--- src/rtl/wr_status_pkg.sv ---
package wr_status_pkg;

    // Poll phase of the status FSM
    typedef enum logic [1:0] {
        PH_READY = 2'd0,
        PH_EVEN  = 2'd1,
        PH_ODD   = 2'd2
    } poll_phase_e;

    // Control word from the FSM to the output stage
    typedef struct packed {
        logic show_status;
        logic toggle_val;
    } poll_ctrl_t;

endpackage

--- src/rtl/wr_strobe_edge.sv ---
module wr_strobe_edge (
    input  logic clk,
    input  logic rst_n,
    input  logic strobe,
    output logic pulse
);

    logic strobe_q;

    always_ff @(posedge clk) begin
        if (!rst_n) begin
            strobe_q <= 1'b0;
        end else begin
            strobe_q <= strobe;
        end
    end

    // First high cycle of the strobe only
    assign pulse = strobe & ~strobe_q;

endmodule

--- src/rtl/wr_poll_fsm.sv ---
module wr_poll_fsm
    import wr_status_pkg::*;
(
    input  logic       clk,
    input  logic       rst_n,
    input  logic       busy,
    input  logic       rd_pulse,
    output poll_ctrl_t ctrl
);

    poll_phase_e state_q;
    poll_phase_e state_d;

    // State register
    always_ff @(posedge clk) begin
        if (!rst_n) begin
            state_q <= PH_READY;
        end else begin
            state_q <= state_d;
        end
    end

    // Next-state logic
    always_comb begin
        state_d = state_q;
        unique case (state_q)
            PH_READY: begin
                if (busy) begin
                    state_d = rd_pulse ? PH_ODD : PH_EVEN;   // START_POLL / START
                end
            end
            PH_EVEN: begin
                if (!busy) begin
                    state_d = PH_READY;                      // DONE
                end else if (rd_pulse) begin
                    state_d = PH_ODD;                        // FLIP_UP
                end
            end
            PH_ODD: begin
                if (!busy) begin
                    state_d = PH_READY;                      // DONE
                end else if (rd_pulse) begin
                    state_d = PH_EVEN;                       // FLIP_DOWN
                end
            end
            default: state_d = PH_READY;
        endcase
    end

    // Outputs: the phase a read in this cycle reports
    always_comb begin
        ctrl.show_status = busy;
        ctrl.toggle_val  = 1'b0;
        unique case (state_q)
            PH_READY: ctrl.toggle_val = 1'b0;
            PH_EVEN:  ctrl.toggle_val = 1'b0;
            PH_ODD:   ctrl.toggle_val = 1'b1;
            default:  ctrl.toggle_val = 1'b0;
        endcase
    end

endmodule

--- src/rtl/wr_status_mux.sv ---
module wr_status_mux
    import wr_status_pkg::*;
#(
    parameter int ADDR_W     = 15,
    parameter int DATA_W     = 8,
    parameter int POLL_BIT   = 7,
    parameter int TOGGLE_BIT = 6
) (
    input  logic              clk,
    input  logic              rst_n,
    input  logic              rd_pulse,
    input  poll_ctrl_t        ctrl,
    input  logic [ADDR_W-1:0] rd_addr,
    input  logic [DATA_W-1:0] arr_data,
    input  logic [ADDR_W-1:0] last_addr,
    input  logic [DATA_W-1:0] last_data,
    output logic [DATA_W-1:0] rd_data,
    output logic              rd_valid
);

    logic [DATA_W-1:0] status_byte;
    logic [DATA_W-1:0] next_byte;
    logic              addr_hit;

    assign addr_hit = (rd_addr == last_addr);

    // Status byte built bit by bit from the last written byte
    for (genvar b = 0; b < DATA_W; b++) begin : g_bit
        if (b == POLL_BIT) begin : g_poll
            assign status_byte[b] = last_data[b] ^ addr_hit;
        end else if (b == TOGGLE_BIT) begin : g_tgl
            assign status_byte[b] = ctrl.toggle_val;
        end else begin : g_copy
            assign status_byte[b] = last_data[b];
        end
    end

    assign next_byte = ctrl.show_status ? status_byte : arr_data;

    always_ff @(posedge clk) begin
        if (!rst_n) begin
            rd_data  <= '0;
            rd_valid <= 1'b0;
        end else begin
            rd_valid <= rd_pulse;
            if (rd_pulse) begin
                rd_data <= next_byte;
            end
        end
    end

endmodule

--- src/rtl/wr_status_reporter.sv ---
module wr_status_reporter
    import wr_status_pkg::*;
#(
    parameter int ADDR_W     = 15,
    parameter int DATA_W     = 8,
    parameter int POLL_BIT   = 7,
    parameter int TOGGLE_BIT = 6
) (
    input  logic              clk,
    input  logic              rst_n,
    input  logic              rd_en,
    input  logic [ADDR_W-1:0] rd_addr,
    input  logic [DATA_W-1:0] arr_data,
    input  logic              busy,
    input  logic [ADDR_W-1:0] last_addr,
    input  logic [DATA_W-1:0] last_data,
    output logic [DATA_W-1:0] rd_data,
    output logic              rd_valid
);

    logic       rd_pulse;
    poll_ctrl_t ctrl;

    wr_strobe_edge u_edge (
        .clk    (clk),
        .rst_n  (rst_n),
        .strobe (rd_en),
        .pulse  (rd_pulse)
    );

    wr_poll_fsm u_fsm (
        .clk      (clk),
        .rst_n    (rst_n),
        .busy     (busy),
        .rd_pulse (rd_pulse),
        .ctrl     (ctrl)
    );

    wr_status_mux #(
        .ADDR_W     (ADDR_W),
        .DATA_W     (DATA_W),
        .POLL_BIT   (POLL_BIT),
        .TOGGLE_BIT (TOGGLE_BIT)
    ) u_mux (
        .clk       (clk),
        .rst_n     (rst_n),
        .rd_pulse  (rd_pulse),
        .ctrl      (ctrl),
        .rd_addr   (rd_addr),
        .arr_data  (arr_data),
        .last_addr (last_addr),
        .last_data (last_data),
        .rd_data   (rd_data),
        .rd_valid  (rd_valid)
    );

endmodule

--- config.mk ---
export PLATFORM = sky130hd
export DESIGN_NAME = wr_status_reporter
export DESIGN_NICKNAME = d
export VERILOG_FILES = /design/src/rtl/wr_status_pkg.sv /design/src/rtl/wr_strobe_edge.sv /design/src/rtl/wr_poll_fsm.sv /design/src/rtl/wr_status_mux.sv /design/src/rtl/wr_status_reporter.sv
export SDC_FILE = /design/constraint.sdc
export NUM_CORES = 1
export LEC_CHECK = 0
export BUFFER_PORTS_ARGS = -buffer_cell sky130_fd_sc_hd__buf_2
export CAP_MARGIN = 10
export CORE_ASPECT_RATIO = 0.8
export CORE_MARGIN = 2
export CORE_UTILIZATION = 36
export DETAILED_ROUTE_END_ITERATION = 16
export PLACE_DENSITY = 0.78
export SLEW_MARGIN = 20
export SYNTH_ARGS = -nofsm -noshare
export SYNTH_HDL_FRONTEND = slang
export SYNTH_SLANG_ARGS = --single-unit
--- constraint.sdc ---
create_clock -name clk -period 1.43 [get_ports clk]
set_input_delay 0.143 -clock clk [delete_from_list [all_inputs] [get_ports clk]]
set_output_delay 0.143 -clock clk [all_outputs]
set_load 0.01 [all_outputs]
Word level (Yosys, flattened, before mapping)
Index checks and enable logic that the tools add are counted.
- add/sub/neg operators: 0
- $mul: 0
- divide/modulo/power cells: 0
- magnitude comparators: 0
- eq/ne operators: 6
- shift-type cells: 0
- multiplexer cells: 9
- bitwise logic cells: 3
- reductions and logical operators: 2
- operators with widths (kind ; count):
    equality test 15 bit ; 1
    2-to-1 mux 2 bit ; 6
    2-to-1 mux 8 bit ; 1
    != test 3 x 2 -> 1 bit (second input constant) ; 2
    case mux 2 bit (3 select lines) ; 1
    AND reduction 3 bit ; 1
    equality test 2 x 1 -> 1 bit (second input constant) ; 1
    equality test 2 bit (second input constant) ; 1
    zero test 2 bit ; 1
    != test 2 bit (second input constant) ; 1
    AND 1 bit ; 1
    2-to-1 mux 1 bit ; 1
    inverter 1 bit ; 1
    XOR 1 bit ; 1
- register bits after elaboration: 12
- bits in latches: 0
- RAM bits: 0
- bits in read-only memories: 0
- output and inout port bits: 9
- logic and storage cells: 24
- memories: 0

Depth between registers and ports, before layout
- depth in word-level cells: 5
- depth in mapped cells: 5

Hierarchy
From an unflattened synthesis, not the netlist that was laid out.
- cells, all modules: 74
- area total of the unflattened synthesis: 706.9 µm²
- modules (own cells, without submodules) (module ; instances ; cells each ; area an instance (µm²)):
    wr_status_mux ; 1 ; 60 ; 566.8
    wr_poll_fsm ; 1 ; 11 ; 100.1
    wr_strobe_edge ; 1 ; 3 ; 40.0

Worst setup path before layout
Ideal clock, no wire load.
- kind: reg-to-reg
- from: reg u_edge.strobe_q
- to: reg u_mux.rd_data[7]
- library setup time: 131 ps
- data arrival time: 931 ps
- required time: 1299 ps
- setup slack: 369 ps
- stages on the path, launching flop included: 5
- cell sequence: dfxtp_1 > nand2b_1 > or3_1 > o211ai_1 > a31oi_1
- word-level cells in the longest chain between the ends: 2
- RTL lines (element ; RTL line ; text):
    from (decl) ; wr_strobe_edge.sv:8 ; logic strobe_q;
    from (signal assigned) ; wr_strobe_edge.sv:14 ; strobe_q <= strobe;
    inverter 1 bit ; wr_strobe_edge.sv:19 ; assign pulse = strobe & ~strobe_q;
    AND 1 bit ; wr_strobe_edge.sv:19 ;
    to (signal assigned) ; wr_status_mux.sv:47 ; rd_data <= next_byte;
    to (decl) ; wr_status_mux.sv:17 ; output logic [DATA_W-1:0] rd_data,
Every way passes these cells.
A chain may end at the register's enable or synchronous reset.

Final worst setup path
Ends and elaborated chain as after synthesis.

==> out/qor.txt <==
Outcome: finished clean
FF-to-FF Start: u_edge.strobe_q$_SDFF_PN0_
Worst Hold Class: in2reg
Routed len/inst: 10.6 um
Sequential Power Share: 46.8%
DR pass1 iterations: 4
Post-synthesis async set-or-reset flop share: 0%
Reg2reg end: u_mux.rd_data[7]$_SDFFE_PN0P_
Post-synth EDFFs: 0
Overall routed net length: 1.64 mm
Global Route Usage Sum: 16.6%
Cells along the critical path: nand2b_1 -> or3_1 -> o211ai_1 -> a31oi_1
Initial antenna violation count: 0
Largest family of logic cells by synthesized area: XOR/XNOR gates
Clk_lat worst skew: 0.27 ns
CTS tree: done
Combinational share of power: 27.6%
Critical Path RT: 1.57 ns
Post-synth cell types: 19
Post-Synth Adder-Cell Area: 0%
Max_cap viols: 0
Clk sinks: 12
Netlist Area Pre-Place: 679 um2
Critical path capture point type: flop
Switching Share: 26.5%
#FFs+latches synth: 12
Setup TNS: 0 ns
Gate Count Post-Synth: 72
Antenna cells: 0
Synth Area in Compound Gates: 14.2%
Total power: 0.787 mW
R2R setup slack: 0.35 ns
Total nets after synthesis: 122
Hold_buf cts: 0
Worst-path clk slew: 0.07 ns
CP max stage delay: 0.32 ns
Critical Path Fanout Max: 3
Mean Syn Cell Area: 9.44 um2
Fill cells: 195
Slew margin rel.: 82.3%
CP max-delay cell: dfxtp_1
Reg area: 240 um2
Final-report setup violation count: 0
Cell Count Post-Placement: 152
Hold Crit Depth: 2
Antenna Nets Post-Route: 0
Pin count of the biggest net entering global routing: 16
Fmax: 0.926 GHz
Final non-filler cell total: 155
Hold_sp: rd_en
First-pass GRT wire length: 2.83 mm
Area of the multi-input gates: 425 um2
Critical Path AT: 1.22 ns
Total number of vias: 708
Worst setup margin: 0.350 ns
Clock Path Buffers: 2
I/O pin count: 59
GRT Residual Overflow: 0
Final Critical Period: 1.08 ns
HPWL after detailed placement: 1.39 mm
Fin. Hold Viols: 0
Synth area leaders: dfxtp_1, xnor2_1, mux2i_1, o211a_1, nand2_1
Final RePlAce weighted congestion: 0.721
Area Overhead vs Synth: 49.9%
Starting Density: 37.3%
Post-Synth Simple-Gate Area: 17.5%
Iter 0 DRT Violations: 6
Final slew viol count: 0
Cell-internal power: 0.579 mW
Crit Path Category: reg2reg
Synth warn: 0
Num CTS Buffers: 3
Full die area: 2250 um2
Maximum vdd drop: 0.000453 V
Synth top area share: 35.4%
Root Buffer: clkbuf_4
Final worst-path cycle share: 75.5%
Die W: 52.6 um
Dpl cell area: 996 um2
I/O Buffers: 57
Slew @ Worst Pin: 0.266 ns
R2r worst-path depth: 4
Top-count cell post-synth: xnor2_1
Vias in the first global route: 717
Post-CTS Resized: 0
CTS H-tree depth: 1
RSZ-0062 raised after global routing: no
Clk network pwr share: 25.6%
Post-synth top flop: dfxtp_1
Nets: 183
Hold path endpoint: u_edge.strobe_q$_SDFF_PN0_
Post-synth top cells: xnor2_1, dfxtp_1, nand2_1, mux2i_1, o211a_1
Via/cell ratio: 4.57
Share of cells above drive strength 1: 48.1%
Setup bufs post-CTS: 0
Xor/xnor share of the synthesized area: 20.6%
Post-synthesis mux area share: 10.3%
Residual DRC count: 0
NetSw: 0.208 mW
Final instance area: 1020 um2
Power per cell area: 773 nW/um2
Placement row count: 14
Pre-CTS WS: 0.199 ns
Top cell type by total area after synthesis: dfxtp_1
CP startpoint kind: flop
Static Leakage: 0.557 nW
Placeable Area: 1820 um2
Clock Skew: 0.00138 ns
Height of the chip: 42.9 um
Register area share after synthesis: 35.4%
==> registers in the layout, summed over array words and instances, names as in the netlist <==
register         cells
u_mux.rd_valid       1
u_fsm.state_q        2
u_edge.strobe_q      1
u_mux.rd_data        8
==> metal layers <==
metal	share of wire, %	vias to the layer above	routed length [um]	GRT usage [%]
met5	0	-	0	0
met3	5.3	2	86	4.93
met2	54	21	890	29.3
met4	0.49	0	8	5.64
met1	40	313	651	18.8
li1	-	372	-	-
==> cells by family after synthesis <==
kind of cell    Yosys count
simple gates             23
xor+xnor                 16
flops                    12
compound gates           11
mux                       7
buf+inv                   3
==> stage by stage <==
| stage | utilization [%] | hold slack [ns] |
|---|---|---|
| final | 55.9 | 0.123 |
| after global routing | 55.9 | 0.117 |
| after CTS | 55.9 | 0.119 |
| after detailed placement | 54.7 | 0.400 |
| after global placement | 54.7 | 0.388 |
| after floorplan | - | 0.279 |
==> power by group through the flow <==
stage | combinational [mW] | clock [mW] | sequential, mW
5_1_grt | 0.242 | 0.231 | 0.372
6_report | 0.217 | 0.201 | 0.369
2_1_floorplan | 0.103 | 0 | 0.385
3_5_place_dp | 0.219 | 0 | 0.376
3_3_place_gp | 0.211 | 0 | 0.375
4_1_cts | 0.220 | 0.206 | 0.369
==> placed cells by master, fill, tap and decap left out <==
cell	Yosys	layout
o211a_1	7	7
buf_4	0	2
buf_2	2	57
nand2_1	9	9
nand2b_1	1	1
and2_1	1	1
nor2_1	3	3
nand3_1	1	1
a21oi_1	1	1
dfxtp_1	12	12
nor4_2	1	1
or3_1	1	1
xnor2_1	16	16
o211ai_1	1	1
clkbuf_4	0	3
nand4_1	3	3
a211oi_1	1	1
nor2b_1	3	3
mux2i_1	7	7
a31oi_1	1	1
==> worst max-delay path, delay by kind of cell, from the launching register on <==
family	cells	cell delay, ns
AO/OA/AOI/OAI	2	0.15
flip-flops	1	0.32
AND/OR/NAND/NOR	2	0.48
==> how the worst max path moves through the flow <==
stage / from / end / slack (ns) / depth (start not counted)
after floorplan: u_edge.strobe_q$_SDFF_PN0_ / u_mux.rd_data[7]$_SDFFE_PN0P_ / 0.37 / 4
final: u_edge.strobe_q$_SDFF_PN0_ / u_mux.rd_data[7]$_SDFFE_PN0P_ / 0.35 / 4
after global routing: u_edge.strobe_q$_SDFF_PN0_ / u_mux.rd_data[7]$_SDFFE_PN0P_ / 0.31 / 4
after detailed placement: last_addr[10] / u_mux.rd_data[7]$_SDFFE_PN0P_ / 0.20 / 6
after CTS: u_edge.strobe_q$_SDFF_PN0_ / u_mux.rd_data[7]$_SDFFE_PN0P_ / 0.35 / 4
after global placement: last_addr[12] / u_mux.rd_data[7]$_SDFFE_PN0P_ / 0.24 / 6
==> cell type report <==
cell class              instances  area share, %
multi-input cells              57           41.8
repair buffers                 59           29.5
clock buffers                   3           2.21
flip-flops and latches         12           23.6
well taps                      24           2.95
No activity file was read; power rests on OpenSTA's default activity.
